<file path="config.mk">
export PLATFORM = sky130hd
export DESIGN_NAME = line_debounce_bank
export DESIGN_NICKNAME = d
export VERILOG_FILES = /design/src/rtl/dbnc_pkg.sv /design/src/rtl/dbnc_ctrl_regs.sv /design/src/rtl/dbnc_tick_gen.sv /design/src/rtl/dbnc_line_filter.sv /design/src/rtl/line_debounce_bank.sv
export SDC_FILE = /design/constraint.sdc
export NUM_CORES = 1
export LEC_CHECK = 0
export ABC_AREA = 1
export CORE_UTILIZATION = 40
export CTS_CLUSTER_DIAMETER = 120
export DETAILED_ROUTE_END_ITERATION = 12
export SYNTH_ARGS = -nofsm -noshare
export SYNTH_HDL_FRONTEND = slang
export SYNTH_SLANG_ARGS = --single-unit
</file>
<file path="constraint.sdc">
create_clock -name clk -period 2.25 [get_ports clk]
set_input_delay 0.3375 -clock clk [delete_from_list [all_inputs] [get_ports clk]]
set_output_delay 0.3375 -clock clk [all_outputs]
set_load 0.02 [all_outputs]
</file>
<file path="src/rtl/dbnc_pkg.sv">
package dbnc_pkg;
  localparam int CNT_W   = 20;
  localparam int IDX_W   = 4;
  localparam logic [3:0] RGN_READ = 4'h5;
  localparam logic [3:0] RGN_SET  = 4'h6;
  localparam logic [3:0] RGN_CLR  = 4'h7;
  localparam int B_EN    = 0;
  localparam int B_RST   = 1;
  localparam int IDX_LSB = 4;

  // Duration in microsecond ticks; 0 means the index is unused (no filtering).
  function automatic logic [CNT_W-1:0] dur_ticks(input logic [IDX_W-1:0] idx);
    case (idx)
      4'd0:    dur_ticks = CNT_W'(125);
      4'd1:    dur_ticks = CNT_W'(250);
      4'd2:    dur_ticks = CNT_W'(500);
      4'd3:    dur_ticks = CNT_W'(1000);
      4'd4:    dur_ticks = CNT_W'(16000);
      4'd5:    dur_ticks = CNT_W'(32000);
      4'd6:    dur_ticks = CNT_W'(64000);
      4'd7:    dur_ticks = CNT_W'(128000);
      4'd8:    dur_ticks = CNT_W'(256000);
      4'd9:    dur_ticks = CNT_W'(512000);
      default: dur_ticks = '0;
    endcase
  endfunction
endpackage

</file>
<file path="src/rtl/dbnc_ctrl_regs.sv">
module dbnc_ctrl_regs
  import dbnc_pkg::*;
#(
  parameter int NUM_LINES = 8
) (
  input  logic                       clk,
  input  logic                       rst_n,
  input  logic                       bus_wr,
  input  logic                       bus_rd,
  input  logic [11:0]                bus_addr,
  input  logic [31:0]                bus_wdata,
  output logic [31:0]                bus_rdata,
  output logic [NUM_LINES-1:0]       cfg_en,
  output logic [NUM_LINES-1:0]       cfg_crst,
  output logic [NUM_LINES*IDX_W-1:0] cfg_idx
);
  logic [3:0] region;
  logic [5:0] word_sel;
  logic       aligned, set_wr, clr_wr;
  logic [31:0] rd_mux;
  logic       unused_bits;

  assign region   = bus_addr[11:8];
  assign word_sel = bus_addr[7:2];
  assign aligned  = (bus_addr[1:0] == 2'b00);
  assign set_wr   = bus_wr && aligned && (region == RGN_SET);
  assign clr_wr   = bus_wr && aligned && (region == RGN_CLR);
  assign unused_bits = ^(bus_wdata & 32'h0C0C_0C0C);

  for (genvar l = 0; l < NUM_LINES; l++) begin : g_line
    localparam int         LANE = l % 4;
    localparam logic [5:0] WSEL = 6'(l / 4);
    logic             hit, en_q, crst_q;
    logic [IDX_W-1:0] idx_q, w_idx;
    logic             w_en, w_rst;

    assign hit   = (word_sel == WSEL);
    assign w_en  = bus_wdata[8*LANE + B_EN];
    assign w_rst = bus_wdata[8*LANE + B_RST];
    assign w_idx = bus_wdata[8*LANE + IDX_LSB +: IDX_W];

    always_ff @(posedge clk or negedge rst_n) begin
      if (!rst_n) begin
        en_q   <= 1'b0;
        crst_q <= 1'b0;
        idx_q  <= '0;
      end else begin
        crst_q <= set_wr && hit && w_rst;   // lives for one cycle only
        if (set_wr && hit) begin
          en_q  <= en_q | w_en;
          idx_q <= idx_q | w_idx;
        end else if (clr_wr && hit) begin
          en_q  <= en_q & ~w_en;
          idx_q <= idx_q & ~w_idx;
        end
      end
    end

    assign cfg_en[l]                = en_q;
    assign cfg_crst[l]              = crst_q;
    assign cfg_idx[IDX_W*l +: IDX_W] = idx_q;

    // a restart request never survives past one cycle without a new write
    assert_crst_selfclear_R7: assert property (@(posedge clk) disable iff (!rst_n)
      (crst_q && !$past(set_wr && hit && w_rst)) |=> !crst_q);
  end

  always_comb begin
    rd_mux = '0;
    for (int l = 0; l < NUM_LINES; l++) begin
      if (word_sel == 6'(l / 4))
        rd_mux[8*(l%4) +: 8] = {cfg_idx[IDX_W*l +: IDX_W], 2'b00, cfg_crst[l], cfg_en[l]};
    end
  end

  always_ff @(posedge clk or negedge rst_n) begin
    if (!rst_n)
      bus_rdata <= '0;
    else
      bus_rdata <= (bus_rd && aligned && region == RGN_READ) ? rd_mux : '0;
  end

  // reserved bit pairs read back as zero
  assert_rsvd_zero_R2: assert property (@(posedge clk) disable iff (!rst_n)
    (bus_rdata & 32'h0C0C_0C0C) == 32'h0);
endmodule

</file>
<file path="src/rtl/dbnc_tick_gen.sv">
module dbnc_tick_gen #(
  parameter int TICK_CYCLES = 50
) (
  input  logic clk,
  input  logic rst_n,
  output logic tick
);
  if (TICK_CYCLES <= 1) begin : g_every
    assign tick = 1'b1;
  end else begin : g_div
    localparam int PRE_W = $clog2(TICK_CYCLES);
    localparam logic [PRE_W-1:0] LAST = PRE_W'(TICK_CYCLES - 1);
    logic [PRE_W-1:0] pre_q;

    always_ff @(posedge clk or negedge rst_n) begin
      if (!rst_n)             pre_q <= '0;
      else if (pre_q == LAST) pre_q <= '0;
      else                    pre_q <= pre_q + 1'b1;
    end
    assign tick = (pre_q == LAST);

    // ticks are spaced apart when the divider is active
    assert_tick_spacing_R6: assert property (@(posedge clk) disable iff (!rst_n)
      tick |=> !tick);
  end
endmodule

</file>
<file path="src/rtl/dbnc_line_filter.sv">
module dbnc_line_filter #(
  parameter int CNT_W = 20
) (
  input  logic             clk,
  input  logic             rst_n,
  input  logic             tick,
  input  logic             din,
  input  logic             active,
  input  logic             crst,
  input  logic [CNT_W-1:0] limit,
  output logic             dout
);
  logic             meta_q, sync_q, last_q;
  logic [CNT_W-1:0] cnt_q;

  always_ff @(posedge clk or negedge rst_n) begin
    if (!rst_n) begin
      meta_q <= 1'b0;
      sync_q <= 1'b0;
    end else begin
      meta_q <= din;
      sync_q <= meta_q;
    end
  end

  always_ff @(posedge clk or negedge rst_n) begin
    if (!rst_n) begin
      last_q <= 1'b0;
      cnt_q  <= '0;
      dout   <= 1'b0;
    end else begin
      last_q <= sync_q;
      if (!active) begin
        cnt_q <= '0;
        dout  <= sync_q;
      end else begin
        if (sync_q != last_q || crst)
          cnt_q <= '0;
        else if (tick && cnt_q < limit)
          cnt_q <= cnt_q + 1'b1;
        if (sync_q == last_q && !crst && cnt_q >= limit)
          dout <= last_q;
      end
    end
  end

  // an inactive filter hands the synchronised value straight on
  assert_bypass_follow_R5: assert property (@(posedge clk) disable iff (!rst_n)
    !active |=> (dout == $past(sync_q)));
  // a filtered output only moves once the count has reached the limit
  assert_hold_until_count_R6: assert property (@(posedge clk) disable iff (!rst_n)
    (active && $past(active) && !$stable(dout)) |-> ($past(cnt_q) >= $past(limit)));
  // a restart empties the stability count on the next edge
  assert_crst_clears_R7: assert property (@(posedge clk) disable iff (!rst_n)
    (active && crst) |=> (cnt_q == '0));
endmodule

</file>
<file path="src/rtl/line_debounce_bank.sv">
module line_debounce_bank
  import dbnc_pkg::*;
#(
  parameter int NUM_LINES   = 8,
  parameter int DBNC_LINES  = 6,
  parameter int TICK_CYCLES = 50
) (
  input  logic                 clk,
  input  logic                 rst_n,
  input  logic                 bus_wr,
  input  logic                 bus_rd,
  input  logic [11:0]          bus_addr,
  input  logic [31:0]          bus_wdata,
  output logic [31:0]          bus_rdata,
  input  logic [NUM_LINES-1:0] line_level,
  input  logic [NUM_LINES-1:0] line_in,
  output logic [NUM_LINES-1:0] line_out
);
  logic [NUM_LINES-1:0]       cfg_en, cfg_crst;
  logic [NUM_LINES*IDX_W-1:0] cfg_idx;
  logic                       tick;

  dbnc_ctrl_regs #(.NUM_LINES(NUM_LINES)) u_regs (
    .clk(clk), .rst_n(rst_n), .bus_wr(bus_wr), .bus_rd(bus_rd),
    .bus_addr(bus_addr), .bus_wdata(bus_wdata), .bus_rdata(bus_rdata),
    .cfg_en(cfg_en), .cfg_crst(cfg_crst), .cfg_idx(cfg_idx)
  );

  dbnc_tick_gen #(.TICK_CYCLES(TICK_CYCLES)) u_tick (
    .clk(clk), .rst_n(rst_n), .tick(tick)
  );

  for (genvar l = 0; l < NUM_LINES; l++) begin : g_filt
    localparam bit CAN_FILTER = (l < DBNC_LINES);
    logic [CNT_W-1:0] limit;
    logic             active;

    assign limit  = dur_ticks(cfg_idx[IDX_W*l +: IDX_W]);
    assign active = CAN_FILTER && cfg_en[l] && line_level[l] && (limit != '0);

    dbnc_line_filter #(.CNT_W(CNT_W)) u_filt (
      .clk(clk), .rst_n(rst_n), .tick(tick), .din(line_in[l]),
      .active(active), .crst(cfg_crst[l]), .limit(limit), .dout(line_out[l])
    );
  end
endmodule

</file>
==> results <==
- In the global route stage, overall resource usage came out at 0.2363.
- Walking the worst path, the cells encountered are or2_4 -> nor2_4 -> o21ai_2 -> nor2_1 -> inv_1 -> ha_4 -> nand2_2 -> nor2_2 -> nand2_1 -> nor2_2 -> nand2_2 -> nand4_4 -> nand2_4 -> clkbuf_16 -> nand2_2 -> o21ai_1.
- The cell that appears most often on the critical path is nand2_2.
- Between clock sinks in the finished design, the worst skew comes to 0.01137 ns.
- Adding up every negative setup slack in the final design gives -13.33 ns.
- The TritonCTS sink count is 228.
- Row generation in the floorplan step produced 72 rows.
- The classification of the worst setup path is reg -> reg.
- The number of distinct library cells after synthesis is 42.
- The delay contributed by the slowest stage of the critical path is 0.38 ns.
- The clock passes through at most 3 buffers.
- The number of failing hold endpoints at the final stage was 0.
- Wires add up to 48.98 mm.
- The via count normalized by instance count is between 5 and 6.
- The highest clock rate is 411.9 MHz.
- Dividing the detail-routed wire length by the instance count gives 15.84 um.
- The clock root buffer is clkbuf_16.
- The initial cell density of the core is 0.4075.
- The final reports fail on negative setup slack.
- The largest individual stage delay along the critical path comes from the cell dfrtp_1.
- The final number of max-transition violations came to 0.
- The register area is 5715 um^2.
- The critical path capture point type is a flip-flop.
- The synthesized area is 15860 um^2.
- Measured on the finished design, the core utilization comes to 0.5611.
- The average instance area after synthesis is 6.947 um^2.
- The layout overhead on the synthesized area is 37.68%.
- The max-slew headroom at the worst pin is 0.5424.
- The H-tree level count is 1.
- The power density relative to cell area is 423.7 nW/um^2.
- Setup repair after global routing could not meet its margin everywhere.
- Before antenna repair, the detailed router went through 6 iterations.
- The residual DRC count is 0.
- The core area is 38920 um^2.
- The worst hold slack after final layout is ~0.2 ns.
- The number of violations of the max-capacitance limit is 0.
- The worst setup path is launched from a flip-flop.
- IR analysis of the VDD net gives a maximum drop of 0.0005123 V.
- The clock reaches the later pin of the worst-skew pair after 0.57 ns.
- The number of clock buffers added by TritonCTS is 29.
- The maximum number of pins on one net before global-route repair is 54.
- The share of the yosys chip area belonging to registers is 0.3597.
- TritonCTS built the clock tree.
- Fill cells in the final layout number 3656.
- In the synthesized netlist, the number of instances is 2283.
- The flow ran to the end, but the final reports show violations.
- In the post-route analysis, the smallest setup slack over all paths is -0.1776 ns.
- The antenna diode instance count is 0.
- The count of buffers inserted at the top-level ports is 85.
- The Yosys step of the flow raised 0 warnings.
- The die covers 40450 um^2.
- Of the cells placed in the final design, the portion with a size suffix greater than 1 is 0.2617.
- After the last flow step, the layout net total stands at roughly 2700.
- The via count of the routed design is 16170.
- The congestion estimate from routability-driven global placement came to slightly below 0.9.
- The peak fanout along the critical path is 5.
- The data arrival at the endpoint of the critical path is 2.89 ns.
- The slew at the pin with the worst max-slew slack is between 0.6 and 0.7 ns.
- Summed over all cells, the static leakage comes to 0.01033 uW.
- The first global-routing pass estimated 78.20 mm of wire.
- The class of the tightest hold or removal check is in -> reg.
- The number of violations reported at the end of detailed-routing iteration 0 is 1022.
- The die is approximately 200 um wide.
- The total congestion overflow is 0.
- The via count of the first global-routing pass was 15500.
- The post-layout minimum cycle time is 2.428 ns.
- For this design the top-level I/O count stands at about 100.
- The residual antenna-violating net count after detailed routing is 0.
- The number of setup violations in the final report is 122.
- The flip-flop and latch count after synthesis is 228.
- Summing all multi-input logic gate instances after layout gives 10630 um^2.
- From bottom edge to top edge, the die measures 201.1 um.
- The initial antenna violation count was 2.
- The wire-length estimate of the detail-placed layout is 33.91 mm.
- The data required time of the critical path is 2.71 ns.
- The clock-pin transition on the worst setup and hold timing paths is ~0.06 ns.
- Dividing the final minimum period by the clock period gives 1.079.
==> cell type report <==
cell class | count | area share
Sequential cell | 228 | 0.2617
Inverter | 261 | 0.04601
Multi-Input combinational cell | 1735 | 0.4870
Tap cell | 518 | 0.02968
Clock buffer | 41 | 0.03759
Timing Repair Buffer | 297 | 0.1318
Clock inverter | 10 | 0.004871
Timing Repair inverter | 3 | 0.001318
==> what timing repair did <==
item                                   4_1_cts  5_1_grt
endpoints found under the hold margin       49        0
gates resized for setup                    243      323
setup endpoints to repair                  126      126
gates cloned                                10        5
setup buffers                               28       14
hold buffers                                 1        0
pin swaps                                   96      161
==> synthesized netlist by cell type <==
| cell type | number | share of area |
|---|---|---|
| nand3_2 | 3 | 0.0019 |
| o22ai_1 | 1 | 0.00039 |
| inv_1 | 259 | 0.061 |
| nor4_4 | 1 | 0.0013 |
| nor3_1 | 67 | 0.021 |
| nand2b_1 | 1 | 0.00039 |
| nor4b_1 | 2 | 0.0011 |
| buf_2 | 14 | 0.0044 |
| or2_2 | 7 | 0.0028 |
| ha_1 | 122 | 0.096 |
| a22oi_1 | 10 | 0.0047 |
| buf_4 | 19 | 0.0090 |
| nor2_2 | 3 | 0.0012 |
| dfrtp_1 | 228 | 0.36 |
| nor4_1 | 7 | 0.0028 |
| buf_6 | 1 | 0.00071 |
| nand3b_1 | 9 | 0.0043 |
| nand4_2 | 1 | 0.00079 |
| a21oi_1 | 82 | 0.026 |
| inv_2 | 1 | 0.00024 |
| buf_1 | 2 | 0.00047 |
| nand3_1 | 141 | 0.044 |
| nand4_1 | 49 | 0.019 |
| o21ai_0 | 158 | 0.050 |
| nor3_2 | 1 | 0.00063 |
| clkinv_1 | 1 | 0.00024 |
| xor2_1 | 53 | 0.029 |
| o21bai_1 | 5 | 0.0024 |
| or2_1 | 2 | 0.00079 |
| conb_1 | 1 | 0.00024 |
| nor2_1 | 267 | 0.063 |
| a21o_1 | 6 | 0.0028 |
| nand2_1 | 705 | 0.17 |
| a211oi_1 | 1 | 0.00047 |
| xnor2_1 | 10 | 0.0055 |
| a31oi_1 | 1 | 0.00039 |
| nor2_4 | 1 | 0.00071 |
| o211ai_1 | 3 | 0.0014 |
| nor3b_1 | 5 | 0.0024 |
| and2_1 | 1 | 0.00039 |
| nand2_2 | 2 | 0.00079 |
| clkbuf_1 | 30 | 0.0071 |
==> cells in the final DEF, fill, tap and decap left out, types with 22 or more instances in the layout <==
cell type and n:
clkdlybuf4s50_1 84, nand3_1 117, nand2_2 146, inv_2 29, nor2_2 31, dfrtp_1 220
nor3_1 67, buf_6 46, nand2_1 525, nor2_4 32, ha_4 31, inv_1 228
buf_4 146, o21ai_0 107, a21oi_1 60, nand2_4 36, nand4_1 49, xor2_1 53
o21ai_1 22, ha_1 91, o21ai_2 26, clkbuf_16 32, nand3_2 23, nor2_1 208
==> cell families after synthesis <==
kind of cell,count (synthesis),synth area share
DFF,228,0.3597
and+or+nand+nor,1275,0.3372
other,1,0.0002364
xor gates and xnor gates,63,0.03479
adders and majority gates,122,0.09624
buffers and inverters,327,0.08346
AOI/OAI and AO/OA,267,0.08836
==> worst paths after layout <==
check                                        start  depth (start not counted)                         end  slack, ns
setup / recovery                         flip-flop                         16   g_filt[3].u_filt.cnt_q[5]      -0.18
hold / removal                          line_in[0]                          1     g_filt[0].u_filt.meta_q       0.20
setup reg to reg                         flip-flop                         16   g_filt[3].u_filt.cnt_q[5]      -0.18
hold reg to reg            g_filt[2].u_filt.meta_q                          0     g_filt[2].u_filt.sync_q       0.35
max in group asynchronous                    rst_n                          3  asynchronous set/reset pin       1.26
min in group asynchronous                    rst_n                          2  g_filt[4].u_filt.cnt_q[10]       0.29
==> metal layers <==
layer | wire, um | vias to the layer above | part of all wire | track usage
met5 | 9 | - | 0.00018 | 0
met4 | 1719 | 2 | 0.035 | 0.08479
met3 | 2646 | 107 | 0.054 | 0.03191
met2 | 22790 | 498 | 0.47 | 0.3922
met1 | 21810 | 7633 | 0.45 | 0.3142
li1 | - | 7927 | - | -
==> power by group <==
part | leakage [uW] | switching [uW] | internal (uW) | total [uW]
logic | 0.00678 | 286 | 176 | 462
clock network | 0.000458 | 1900 | 2740 | 4640
registers | 0.00309 | 17.7 | 4130 | 4150
==> critical path, delay by kind of cell, from the launching register on <==
kind | cells | cell delay (ns)
compound gates | 2 | 0.11
simple gates | 11 | 1.30
fa+ha+maj | 1 | 0.27
flops | 1 | 0.38
buf+inv | 2 | 0.25
==> per-stage QoR <==
stage	std cells	setup WS [ns]	cell area [um^2]	power [uW]
3_3_place_gp	2997	-0.1475	18540	4655
3_5_place_dp	2997	-0.2253	18540	4660
2_1_floorplan	2290	-0.06241	16060	4383
4_1_cts	3083	-0.1498	20480	9345
6_report	3093	-0.1776	21840	9252
5_1_grt	3093	-0.3387	21840	9567
Note: power is estimated with default switching activity, not from simulation.
